### config.mk
export PLATFORM = sky130hd
export DESIGN_NAME = locked_rmw_seq
export DESIGN_NICKNAME = d
export VERILOG_FILES = /design/src/rtl/locked_rmw_seq.sv
export SDC_FILE = /design/constraint.sdc
export NUM_CORES = 1
export LEC_CHECK = 0
export ABC_CLOCK_PERIOD_IN_PS = 2630
export BUFFER_PORTS_ARGS = -buffer_cell sky130_fd_sc_hd__buf_2
export CAP_MARGIN = 20
export CELL_PAD_IN_SITES_DETAIL_PLACEMENT = 0
export CELL_PAD_IN_SITES_GLOBAL_PLACEMENT = 1
export CORE_MARGIN = 5
export CORE_UTILIZATION = 31
export DETAILED_ROUTE_END_ITERATION = 10
export PLACE_DENSITY_LB_ADDON = 0.1
export SYNTH_ARGS = -nofsm -noshare
export SYNTH_HDL_FRONTEND = slang
export SYNTH_SLANG_ARGS = --single-unit
### constraint.sdc
create_clock -name clk -period 2.63 [get_ports clk]
set_input_delay 0.263 -clock clk [delete_from_list [all_inputs] [get_ports clk]]
set_output_delay 0.263 -clock clk [all_outputs]
set_load 0.05 [all_outputs]
### src/rtl/locked_rmw_seq.sv
module locked_rmw_seq #(
  parameter int AW = 32,
  parameter int DW = 32
) (
  input  logic          clk,
  input  logic          rst_n,
  input  logic          req_valid,
  input  logic [AW-1:0] req_addr,
  input  logic [DW-1:0] req_wdata,
  output logic          req_ready,
  output logic          resp_valid,
  output logic [DW-1:0] resp_rdata,
  input  logic          wbuf_empty,
  output logic          wbuf_flush,
  output logic          lkup_req,
  output logic [AW-1:0] lkup_addr,
  input  logic          lkup_hit,
  input  logic          lkup_dirty,
  output logic          cache_cmd_valid,
  output logic          cache_cmd_copyback,
  output logic [AW-1:0] cache_cmd_addr,
  input  logic          cache_done,
  output logic          bus_cmd_valid,
  output logic          bus_cmd_write,
  output logic [AW-1:0] bus_cmd_addr,
  output logic [DW-1:0] bus_wdata,
  input  logic [DW-1:0] bus_rdata,
  input  logic          bus_done,
  output logic          lock_out,
  input  logic          hold_req,
  output logic          hold_ack,
  input  logic          boff,
  input  logic          ahold
);

  typedef enum logic [2:0] {
    S_IDLE, S_DRAIN, S_LOOKUP, S_COPYBACK, S_INVAL, S_LRD, S_LWR, S_REL
  } st_t;

  st_t st, st_n;
  logic [AW-1:0] addr_q;
  logic [DW-1:0] wdata_q, rdata_q;

  wire locked  = (st == S_LRD) || (st == S_LWR);
  wire bus_go  = locked && !boff && !ahold;
  wire bus_fin = bus_go && bus_done;

  assign req_ready          = (st == S_IDLE);
  assign resp_valid         = (st == S_REL);
  assign resp_rdata         = rdata_q;
  assign wbuf_flush         = (st == S_DRAIN);
  assign lkup_req           = (st == S_LOOKUP);
  assign lkup_addr          = addr_q;
  assign cache_cmd_valid    = (st == S_COPYBACK) || (st == S_INVAL);
  assign cache_cmd_copyback = (st == S_COPYBACK);
  assign cache_cmd_addr     = addr_q;
  assign bus_cmd_valid      = bus_go;
  assign bus_cmd_write      = (st == S_LWR);
  assign bus_cmd_addr       = addr_q;
  assign bus_wdata          = wdata_q;
  assign lock_out           = locked;
  assign hold_ack           = hold_req && ((st == S_IDLE) || (st == S_DRAIN));

  always_comb begin
    st_n = st;
    case (st)
      S_IDLE:     if (req_valid) st_n = S_DRAIN;
      S_DRAIN:    if (wbuf_empty && !hold_req) st_n = S_LOOKUP;
      S_LOOKUP:   st_n = !lkup_hit ? S_LRD : (lkup_dirty ? S_COPYBACK : S_INVAL);
      S_COPYBACK: if (cache_done) st_n = S_INVAL;
      S_INVAL:    if (cache_done) st_n = S_LRD;
      S_LRD:      if (bus_fin) st_n = S_LWR;
      S_LWR:      if (bus_fin) st_n = S_REL;
      default:    st_n = S_IDLE;
    endcase
  end

  always_ff @(posedge clk) begin
    if (!rst_n) begin
      st      <= S_IDLE;
      addr_q  <= '0;
      wdata_q <= '0;
      rdata_q <= '0;
    end else begin
      st <= st_n;
      if (st == S_IDLE && req_valid) begin
        addr_q  <= req_addr;
        wdata_q <= req_wdata;
      end
      if (st == S_LRD && bus_fin) rdata_q <= bus_rdata;
    end
  end

  a_r8_no_grant_under_lock: assert property (@(posedge clk) disable iff (!rst_n)
    lock_out |-> !hold_ack);
  a_r9_quiet_on_backoff: assert property (@(posedge clk) disable iff (!rst_n)
    (boff || ahold) |-> !bus_cmd_valid);
  a_r7_lock_opens_with_read: assert property (@(posedge clk) disable iff (!rst_n)
    $rose(lock_out) |-> !bus_cmd_write);
  a_r6_no_cache_cmd_locked: assert property (@(posedge clk) disable iff (!rst_n)
    cache_cmd_valid |-> !lock_out);
  a_r10_resp_follows_lock: assert property (@(posedge clk) disable iff (!rst_n)
    resp_valid |-> $past(lock_out) && !lock_out);
  a_r3_lookup_after_drain: assert property (@(posedge clk) disable iff (!rst_n)
    $rose(lkup_req) |-> $past(wbuf_empty) && !$past(hold_req));
  a_r2_ready_not_locked: assert property (@(posedge clk) disable iff (!rst_n)
    req_ready |-> !lock_out && !cache_cmd_valid);

endmodule

After elaboration in Yosys (flattened, before gate mapping) --
Index checks and enable logic that the tools add are counted.
Word-level totals: logic and storage cells 41, output and inout port bits 170, flip-flop bits (word level) 99, input bits 107
Operators by class: reduce and logical (&&, ||, !) cells 15, equality and inequality tests 13, muxes and demuxes 9
Operators by type and width (count):
- $mux W3 | 8
- $pmux W3 S7 | 1
- $eq A3 B3 Y1 const B | 4
- $logic_and A1 B1 Y1 | 7
- $eq A3 B2 Y1 const B | 2
- $ne A2 B1 Y1 const B | 3
- $ne A2 B2 Y1 const B | 3
- $reduce_and A6 Y1 | 1
- $eq A3 B1 Y1 const B | 1
- $logic_not A1 Y1 | 3
- $logic_not A3 Y1 | 1
- $logic_or A1 B1 Y1 | 3

Logic depth before layout (Yosys ltp) --
Gate-level depths: netlist of the first run.
word-level depth 7, depth in mapped cells 6, gate-level depth less buffers 4

Least setup slack after synthesis of the first run --
OpenSTA, ideal clock, no wires.
path kind reg-to-output, start point register st[1], end point output bus_cmd_valid, setup slack 0.494 ns, stages on the path, launching flop included 5, arrival 1.873 ns, buffers on the path 1, required time 2.367 ns, path through dfxtp_1 > buf_4 > nor2b_1 > o21ai_0 > nor3_1
On the way: longest elaborated chain between the ends 4, elaborated cells between the ends (all ways) 5, those cells by class 2 x eq/ne; 3 x reduce/logical
Ends and longest elaborated chain:
- from (decl) | RTL line 40 | st_t st, st_n;
- from (signal assigned) | RTL line 85 | st <= st_n;
- $eq A3 B3 Y1 | RTL line 44 | wire locked = (st == S_LRD) || (st == S_LWR);
- $logic_or A1 B1 Y1 * | RTL line 44
- $logic_and A1 B1 Y1 * (2 in a row) | RTL line 45 | wire bus_go = locked && !boff && !ahold;
- to (decl) | RTL line 23 | output logic bus_cmd_valid,
Mark *: on every way between the ends. The rest lies on a longest branch, timed or not.

Final worst setup path of the first run --
start point register st[0], end point output bus_cmd_valid
Same word-level chain as after synthesis.

==> impl_results.md, run 1 <==
- Outcome: complete, no violations
- Hold Crit Start: req_wdata[26]
- Io pins: approximately 280
- Hold EP: bus_wdata[26]$_SDFFE_PN0P_
- Min-Delay Path Depth: 3
- Fmax: 450 MHz
- Slew Viols, Final: 0
- Detail Route Antenna Nets: 0
- DP Area: around 5400 µm²
- Crit path capture type: primary output
- Initial antenna violation count: 0
- Core Rows: 43
- Mapped Area: 4340 µm²
- R2R depth: 5
- CTS Hold Buffers Added: 0
- DR WL/cell: between 10 and 15 µm
- Number of port buffers: ~280
- Cell chosen for the clock root: clkbuf_16
- Avg Cell Area, Syn: 8.20 µm²
- Setup CP Type: flop to primary output
- Placer Congestion: 0.786
- Critical path launch point type: flop
- Worst-margin pin slew: between 0.7 and 0.8 ns
- Mapped Nets: about 640
- Die Y: 128 µm
- Leak: around 2.8 nW
- Yosys top cell by area: dfxtp_1
- First-pass GRT wire length: between 15 and 20 mm
- Setup tns final: 0 ns
- DP HPWL: approximately 9.6 mm
- Total power: around 0.0058 W
- CORE AREA: between 10000 and 15000 µm²
- Critical R2R Capture: bus_wdata[12]$_SDFFE_PN0P_
- DR DRC count: 0
- Tcrit/Tclk final: a little over four fifths
- Worst-path fanout max: 13
- CTS tree: yes
- Final worst path period need: 2.22 ns
- Critical Path AT: 1.96 ns
- Vias in the first global route: between 3k and 4k
- Layout cells sized above 1: between 40% and 50%
- Clk_skew: 0.00635 ns
- Via-per-instance ratio: approximately 4.3
- Cell variety after synth: 28
- CP peak stage delay: roughly 0.58 ns
- Setup slack, reg-to-reg: ~0.76 ns
- Fillers: approximately 1.5k
- Initial Util: between 30% and 40%
- Clk sinks: 99
- Clock transition at the registers of the reported paths: ~0.06 ns
- Flip-flop and latch count after synthesis: 99
- Die extent in x: approximately 130 µm
- Type of the tightest min-delay check: input pin to flop
- Worst IR drop on VDD: between 0.3 and 0.4 mV
- Pin count of the biggest net entering global routing: 50
- CTS Buf Count: 9
- Max-cap violations: 0
- Multi-input gate area: 1700 µm²
- Worst skew pair latency: ~0.34 ns
- Post-CTS setup buffers: 0
- Sequential fraction of the synthesis area: between 40 and 50%
- Critical-path top delay cell: dfxtp_1
- Drt pass-1 iters: 4
- Via count: between 3k and 4k
- Fin area: ~5700 µm²
- Rel. slew slack: roughly half
- Final Hold Fails: 0
- Top cells by area, synth: dfxtp_1 (46%), nand2_1 (17%), a21boi_0 (14%)
- Nets: approximately 830
- Area Overhead vs Synth: 30.7%
- Starting DRT DRC Count: ~140
- Synth Warn #: 0
- Setup repair after global routing missed its margin: false
- # diodes: 0
- Post-cts sizing count: 0
- WL final: about 13 mm
- Critical-path cell list: nor2b_1 > o21ai_0 > nor3_1 > buf_2
- Setup violations, final: 0
- Htree depth: 3
- GRT overflow: 0
- Full die area: 16500 µm²
- FF/Latch Area: 1980 µm²
- Pwr Density: 1020 nW/µm²
- Cell count after synthesis: ~530
- Max Buffers Root-to-Sink: 2
- Share of the synthesized area in the top cell type: ~46%
- GRT Total Usage: around 15%
- Reg-to-Reg Start: st[2]$_SDFFE_PN0P_
- Critical Path RT: 2.37 ns
==> sequential cells by signal (all words and copies together), names as in the netlist <==
register / count
resp_rdata: 32
bus_cmd_addr: 32
bus_wdata: 32
st: 3
==> metal layers <==
metal	track usage (%)	wire length, µm	up-vias
li1	-	-	2022
met1	16.1	4970	1757
met2	25.7	6280	161
met3	6.38	1540	14
met4	5.74	188	0
met5	0	0	-
==> metrics by stage <==
| step | instances | hold WS [ns] | setup WS, ns | util, % |
|---|---|---|---|---|
| finish | 911 | 0.155 | 0.409 | 41.0 |
| global route | 911 | 0.156 | 0.200 | 41.0 |
| CTS | 911 | 0.140 | 0.375 | 41.0 |
| detailed placement | 895 | 0.441 | 0.731 | 38.9 |
| global placement | 895 | 0.439 | 0.830 | 38.9 |
| floorplan | 529 | 0.398 | 0.494 | - |
==> worst max-delay path: cells and delay by family (launching register included) <==
kind / cells / cell delay, ns
AOI/OAI and AO/OA: 1 / 0.24
buffers and inverters: 1 / 0.29
DFF: 1 / 0.58
and+or+nand+nor: 2 / 0.50
==> Yosys cell counts (all sizes together) <==
cell type,n
a21boi,96
o31a,1
a21o,1
or4b,1
buf,78
o311ai,1
and3,1
nand3,1
clkbuf,20
nor3b,2
o21ai,2
nor2b,4
inv,3
mux2i,3
nor3,3
nand2,201
nand3b,1
a21oi,1
o211ai,1
and2,2
dfxtp,99
a22o,1
nor2,5
o221ai,1
==> layout by cell type, fill, tap and decap left out, types with 2 or more instances in the layout <==
master and instances:
buf_4 7, a21boi_1 14, nor3_1 2, nand2_1 200, clkinv_2 3, mux2i_1 3, dfxtp_1 99, buf_2 276
nor2_1 5, inv_1 3, clkbuf_16 9, o21ai_0 2, nor2b_1 4, a21boi_0 82
==> cells by family after synthesis <==
logic type,count (synthesis),share of synthesized area [%]
AO/OA/AOI/OAI,105,18.2
buffers and inverters,101,15.1
flip-flops,99,45.7
multiplexers,3,0.692
AND/OR/NAND/NOR,221,20.3
==> cell type report <==
type,instances,area share (%)
Sequential cell,99,34.9
Multi-Input combinational cell,329,30.0
Timing Repair Buffer,284,25.6
Clock buffer,11,4.28
Tap cell,180,3.97
Clock inverter,5,0.927
Inverter,3,0.199
==> how the worst max path moves through the flow <==
stage / from / to / cells past startpoint
floorplan: st[1]$_SDFFE_PN0P_ / bus_cmd_valid / 4
global placement: st[2]$_SDFFE_PN0P_ / bus_wdata[10]$_SDFFE_PN0P_ / 5
detailed placement: st[2]$_SDFFE_PN0P_ / bus_wdata[12]$_SDFFE_PN0P_ / 5
CTS: st[0]$_SDFFE_PN0P_ / bus_cmd_valid / 4
global route: st[0]$_SDFFE_PN0P_ / bus_cmd_valid / 4
finish: st[0]$_SDFFE_PN0P_ / bus_cmd_valid / 4
==> where the power goes <==
| part | total (W) | switching (W) | internal (W) | leakage, nW |
|---|---|---|---|---|
| registers | 0.00188 | 0.000178 | 0.00170 | 0.807 |
| logic | 0.00261 | 0.00204 | 0.000568 | 1.86 |
| clock network | 0.00132 | 0.000557 | 0.000759 | 0.145 |
Note: power is estimated with default switching activity, not from simulation.
==> run 2, diff against run 1 <==
--- a/config.mk
+++ b/config.mk
@@ -5,13 +5,14 @@
 export SDC_FILE = /design/constraint.sdc
 export NUM_CORES = 1
 export LEC_CHECK = 0
-export ABC_CLOCK_PERIOD_IN_PS = 2630
+export ABC_AREA = 1
+export ABC_CLOCK_PERIOD_IN_PS = 1900
 export BUFFER_PORTS_ARGS = -buffer_cell sky130_fd_sc_hd__buf_2
 export CAP_MARGIN = 20
 export CELL_PAD_IN_SITES_DETAIL_PLACEMENT = 0
 export CELL_PAD_IN_SITES_GLOBAL_PLACEMENT = 1
 export CORE_MARGIN = 5
-export CORE_UTILIZATION = 31
+export CORE_UTILIZATION = 25
 export DETAILED_ROUTE_END_ITERATION = 10
 export PLACE_DENSITY_LB_ADDON = 0.1
 export SYNTH_ARGS = -nofsm -noshare
==> constraint.sdc (replaced) <==
create_clock -name clk -period 1.9 [get_ports clk]
set_input_delay 0.19 -clock clk [delete_from_list [all_inputs] [get_ports clk]]
set_output_delay 0.19 -clock clk [all_outputs]
set_load 0.05 [all_outputs]
==> run 2 against run 1 <==
  * Sequential cell count is the same
  * Power increased by 47%
  * Die area increased by 23%
  * Largest cell class unchanged
==> impl_results.md, run 2 <==
- Setup violations, final: 0
- Hold EP: resp_rdata[20]$_SDFFE_PN0P_
- R2R depth: 6
- DR WL/cell: between 10 and 15 µm
- Worst-margin pin slew: approximately 0.48 ns
- Most common cell after layout, fill and taps aside: buf_2
- Critical path launch point type: flop
- Core Rows: 48
- Setup repair after global routing missed its margin: false
- Number of port buffers: roughly 280
- CORE AREA: roughly 17000 µm²
- Synth Warn #: 0
- Cell count after synthesis: just over 600
- CTS Buf Count: 9
- Tcrit/Tclk final: approximately nine tenths
- Critical Path RT: 1.71 ns
- Clk_skew: between 0.005 and 0.006 ns
- Worst IR drop on VDD: about 0.46 mV
- Fin area: 5810 µm²
- Cell chosen for the clock root: clkbuf_16
- First-pass GRT wire length: between 20 and 25 mm
- Hold_ws: ~0.065 ns
- Worst slack, placed: roughly 0.28 ns
- Most frequent cells in the layout: buf_2 (276), nand2_1 (146), dfxtp_1 (97)
- Clock transition at the registers of the reported paths: around 0.070 ns
- Htree depth: 3
- Ys async rst share: 0%
- Initial Util: 25.4%
- Die Y: roughly 140 µm
- Initial antenna violation count: 6
- Critical R2R Capture: bus_wdata[25]$_SDFFE_PN0P_
- Flip-flop and latch count after synthesis: 99
- Via-per-instance ratio: between 4 and 5
- Min-Delay Path Depth: 3
- Layout cells sized above 1: about two fifths
- Full die area: between 20000 and 25000 µm²
- Final cell count without fillers: 1040
- Setup tns final: 0 ns
- Commonest cells post-synth: nand2_1 (147), dfxtp_1 (99), nor2_1 (76)
- Final worst setup slack: ~0.18 ns
- CP Buf/Inv Count: 1
- Mapped Nets: approximately 700
- Sequential fraction of the synthesis area: between 40 and 50%
- Pin count of the biggest net entering global routing: between 60 and 70
- CTS tree: yes
- Worst-path fanout max: 11
- DP Area: around 5500 µm²
- Area Overhead vs Synth: 32.8%
- Drt pass-1 iters: 6
- DP HPWL: ~11 mm
- Die extent in x: roughly 140 µm
- Final worst path period need: ~1.7 ns
- Pwr Density: 1470 nW/µm²
- Io pins: 277
- Most common flop cell mapped by yosys: dfxtp_1
- Vias in the first global route: 4122
- Starting DRT DRC Count: 107
- Leak: between 3 and 4 nW
- Outcome: complete, no violations
- Worst skew pair latency: between 0.3 and 0.4 ns
- DR DRC count: 0
- Delay-heaviest family, CP: flip-flops
- Final Hold Fails: 0
- Post-synth EDFFs: 0
- GRT overflow: 0
- CP peak stage delay: ~0.53 ns
- Share of the synthesized area in the top cell type: 45.3%
- Reg-to-Reg Start: st[2]$_SDFFE_PN0P_
- Fmax: approximately 580 MHz
- Critical Path AT: 1.53 ns
- GRT Total Usage: a little over an eighth
- Nets: ~900
- Most common cell in the synthesized netlist: nand2_1
- Via count: about 4.3k
- Placer Congestion: about 0.77
- Mapped Area: roughly 4400 µm²
- Avg Cell Area, Syn: between 7 and 8 µm²
- Rel. slew slack: about two thirds
- Slew Viols, Final: 0
- Top cells by area, synth: dfxtp_1 (45%), nand2_1 (13%), buf_4 (11%)
- WL final: roughly 14 mm
- Placed Cells: 1024
- Setup slack, reg-to-reg: approximately 0.3 ns
- Max Buffers Root-to-Sink: 2
- Type of the tightest min-delay check: input pin to flop
- Cell variety after synth: 17
- Detail Route Antenna Nets: 0
- Setup CP Type: flop to primary output
- Yosys top cell by area: dfxtp_1
- Critical-path top delay cell: dfxtp_1
- Crit path capture type: primary output
- Clk sinks: slightly below 100
- Critical-path cell list: nand2_1 > a21oi_1 > buf_2
- Hold Crit Start: bus_rdata[20]
- Max-cap violations: 0
-- run 2: changes by cell type after synthesis, moves of 3 or more --
cell and change:
inv_2 +4, nor2_1 +71, nand2_1 -54, mux2i_1 -3
nor2b_1 -4, a21oi_1 +65, buf_4 -8, clkbuf_1 +6
a21boi_1 -14, nand3_1 +66, inv_1 +39, buf_2 +5
a21boi_0 -82
-- run 2: kinds of logic (layout without fill, tap and decap cells) --
kind of cell           count (synthesis)  in the layout  share of synthesized area (%)
AO/OA/AOI/OAI                         70             70                           8.01
flip-flops                            99             99                           45.3
buffers and inverters                147            347                           18.4
AND/OR/NAND/NOR                      298            298                           28.3
other                                  0              1                              0
-- run 2: per-stage QoR --
stage	util (%)	power [W]
floorplan	-	0.00609
global placement	32.0	0.00683
detailed placement	32.0	0.00684
CTS	33.7	0.00873
global route	33.7	0.00909
finish	33.7	0.00856
-- run 2: worst max path at each step --
stage / start / end / depth (start not counted)
after floorplan: st[1]$_SDFFE_PN0P_ / st[1]$_SDFFE_PN0P_ / 9
after global placement: st[2]$_SDFFE_PN0P_ / bus_wdata[30]$_SDFFE_PN0P_ / 6
after detailed placement: st[2]$_SDFFE_PN0P_ / bus_wdata[5]$_SDFFE_PN0P_ / 6
after CTS: st[0]$_SDFFE_PN0P_ / bus_cmd_valid / 5
after global routing: st[2]$_SDFFE_PN0P_ / bus_wdata[22]$_SDFFE_PN0P_ / 6
final: st[2]$_SDFFE_PN0P_ / bus_cmd_valid / 3
-- run 2: area by class of cell --
cell class / count / area [µm²]
repair buffers: 286 / 1480
fillers: 1967 / 11400
clock inverters: 6 / 67.6
multi-input cells: 368 / 1590
flip-flops and latches: 99 / 1980
diodes: 1 / 2.50
inverters: 46 / 173
well taps: 225 / 282
clock buffers: 9 / 225
-- run 2: power by group --
group	internal, W	total [W]	switching, W
combinational	0.000896	0.00412	0.00322
sequential	0.00236	0.00261	0.000242
clock	0.00102	0.00183	0.000817
total	0.00428	0.00856	0.00428
-- run 2: repair_timing --
action                                  CTS  global route
endpoints found under the setup margin    0             1
buffers inserted                          0             0
gates resized for setup                   0             2
hold buffers                              0             0
-- run 2: worst min-delay path: stages --
cell and delay [ns]:
buf_2 0.08, nor2_1 0.03, nor2_1 0.08
-- run 2: layer usage --
layer | vias up | part of all wire, % | global-route usage [%] | wire (µm)
met1 | 1881 | 38 | 14.4 | 5550
met2 | 165 | 47 | 23.2 | 6860
met3 | 23 | 12 | 6.82 | 1740
li1 | 2245 | - | - | -
met5 | - | 0.45 | 0 | 65
met4 | 10 | 1.6 | 4.85 | 235
==> run 3, diff against run 2 <==
--- a/config.mk
+++ b/config.mk
@@ -6,7 +6,7 @@
 export NUM_CORES = 1
 export LEC_CHECK = 0
 export ABC_AREA = 1
-export ABC_CLOCK_PERIOD_IN_PS = 1900
+export ABC_CLOCK_PERIOD_IN_PS = 1500
 export BUFFER_PORTS_ARGS = -buffer_cell sky130_fd_sc_hd__buf_2
 export CAP_MARGIN = 20
 export CELL_PAD_IN_SITES_DETAIL_PLACEMENT = 0
==> constraint.sdc (replaced) <==
create_clock -name clk -period 1.5 [get_ports clk]
set_input_delay 0.15 -clock clk [delete_from_list [all_inputs] [get_ports clk]]
set_output_delay 0.15 -clock clk [all_outputs]
set_load 0.05 [all_outputs]
==> run 3 against run 2 <==
  * The run now ends with setup timing left
  * Clock power grew 37%
  * Setup slack worse by 0.23 ns
  * Combinational power increased by 60%
  * Cell count is 3.0% higher
  * Routed wire length rose by 9.3%
  * Core utilization up 4.9 points
  * Via count rose by 5.4%
  * Clock skew up 0.0032 ns
  * Largest cell class is now buffers
==> impl_results.md, run 3 (synthesis results as in run 2) <==
- Fmax: about 650 MHz
- Pin count of the biggest net entering global routing: 38
- Final worst path period need: 1.55 ns
- Via count: roughly 4.6k
- Starting DRT DRC Count: ~130
- CORE AREA: between 15000 and 20000 µm²
- Setup slack, reg-to-reg: -0.03 ns
- Clk_skew: around 0.009 ns
- Initial antenna violation count: 4
- Type of the tightest min-delay check: input pin to flop
- Met2 Use GR: 24.1%
- Final worst setup slack: -0.0455 ns
- Full die area: roughly 20000 µm²
- Clock transition at the registers of the reported paths: 0.07 ns
- GRT Total Usage: a little over an eighth
- Via-per-instance ratio: roughly 4.3
- Initial Util: around a quarter
- CTS Buf Count: 9
- Critical path launch point type: flop
- Slew Viols, Final: 0
- Outcome: finished, violations left
- DR WL/cell: approximately 15 µm
- Core Rows: 48
- Crit path capture type: primary output
- Reg-to-Reg Start: st[0]$_SDFFE_PN0P_
- Max Buffers Root-to-Sink: 2
- Nets: 948
- Critical R2R Capture: resp_rdata[10]$_SDFFE_PN0P_
- Setup repair after global routing missed its margin: true
- Tcrit/Tclk final: 103%
- DR DRC count: 0
- Failing checks: setup timing
- Leak: approximately 3.5 nW
- Htree depth: 3
- Setup CP Type: flop to primary output
- DP Area: about 5700 µm²
- Die extent in x: 142 µm
- Critical Path AT: 1.40 ns
- Detail Route Antenna Nets: 0
- CTS tree: yes
- Area Overhead vs Synth: 52.0%
- Max-cap violations: 0
- Final cell count without fillers: around 1.1k
- Critical Path RT: about 1.4 ns
- R2R depth: 10
- Placer Congestion: 0.770
- Worst setup endpoint: req_ready
- Global routing's busiest layer: met2
- Layout cells sized above 1: between 40% and 50%
- Io pins: between 200 and 300
- Clk sinks: just under 100
- Worst skew pair latency: around 0.34 ns
- Pwr Density: between 1500 and 2000 nW/µm²
- Number of port buffers: 276
- Most frequent cells in the layout: buf_2 (266), nand2_1 (108), dfxtp_1 (96)
- Fin area: around 6700 µm²
- Final Hold Fails: 0
- Placed Cells: around 1.0k
- Drt pass-1 iters: 4
- M3 GR Usage: about 6.0%
- Worst-margin pin slew: between 0.4 and 0.5 ns
- First-pass GRT wire length: about 22 mm
- Cell chosen for the clock root: clkbuf_16
- Worst IR drop on VDD: approximately 0.81 mV
- Most common cell after layout, fill and taps aside: buf_2
- CTS Hold Buffers Added: 0
- GRT overflow: 0
- M1 GR Usage: 14.9%
- Rel. slew slack: a little under three quarters
- Die Y: 142 µm
- Vias in the first global route: about 4.3k
- Setup violations, final: 18
- DP HPWL: approximately 11 mm
- WL final: around 16 mm
- Crit. Startpoint: st[0]$_SDFFE_PN0P_
- Worst-path fanout max: 5
[run 3: cell types whose count changed in the layout (fill, tap and decap cells not counted), sizes merged]
cell / delta
clkinv: -3
clkbuf: +10
buf: +23
bufinv: +1
[run 3: per-layer routing]
layer	up-vias	part of all wire [%]
met5	-	0.21
met3	16	11
met2	180	51
li1	2313	-
met1	2044	37
met4	6	1.2
[run 3: worst min-delay path by stage]
stage | startpoint | to | cells past startpoint
finish | bus_rdata[5] | resp_rdata[5]$_SDFFE_PN0P_ | 3
global route | bus_rdata[22] | resp_rdata[22]$_SDFFE_PN0P_ | 3
CTS | bus_rdata[9] | resp_rdata[9]$_SDFFE_PN0P_ | 3
detailed placement | bus_rdata[31] | resp_rdata[31]$_SDFFE_PN0P_ | 3
global placement | bus_rdata[17] | resp_rdata[17]$_SDFFE_PN0P_ | 3
floorplan | bus_rdata[0] | resp_rdata[0]$_SDFFE_PN0P_ | 2
[run 3: final cells by class]
cell class	instances	area [µm²]
fill	1877	10600
timing repair buffer	317	2040
sequential	99	1990
multi-input combinational	368	1830
tap	225	282
clock buffer	11	243
inverter	46	183
clock inverter	4	75.1
antenna	1	2.50
[run 3: power by group]
group | leakage [nW] | total [W] | switching (W) | internal, W
logic | 2.53 | 0.00661 | 0.00452 | 0.00209
registers | 0.807 | 0.00333 | 0.000317 | 0.00301
clock network | 0.148 | 0.00251 | 0.00101 | 0.00150
total | 3.49 | 0.0124 | 0.00584 | 0.00660
[run 3: critical path, cell delays in order, from the launching register on]
cell and delay (ns):
dfxtp_4 0.38, buf_12 0.13, nor3_4 0.18, buf_6 0.13
buf_6 0.10, buf_8 0.13
[run 3: what timing repair did]
item                                   4_1_cts  5_1_grt
setup endpoints to repair                    9      105
cloned                                       0        8
pin swaps                                    4       16
buffers inserted                             5        8
gates resized for setup                     31       85
endpoints found under the hold margin        0        0
[run 3: stage by stage]
step	utilization, %	setup WS (ns)	TNS (ns)	power (W)	hold WS [ns]
after floorplan	-	-0.125	-0.160	0.00774	0.285
after global placement	32.9	0.0648	0	0.00897	0.371
after detailed placement	32.9	0.0220	0	0.00898	0.376
after CTS	35.6	-0.0834	-0.185	0.0120	0.00864
after global routing	38.6	-0.124	-8.27	0.0131	0.0188
final	38.6	-0.0455	-0.224	0.0124	0.0179
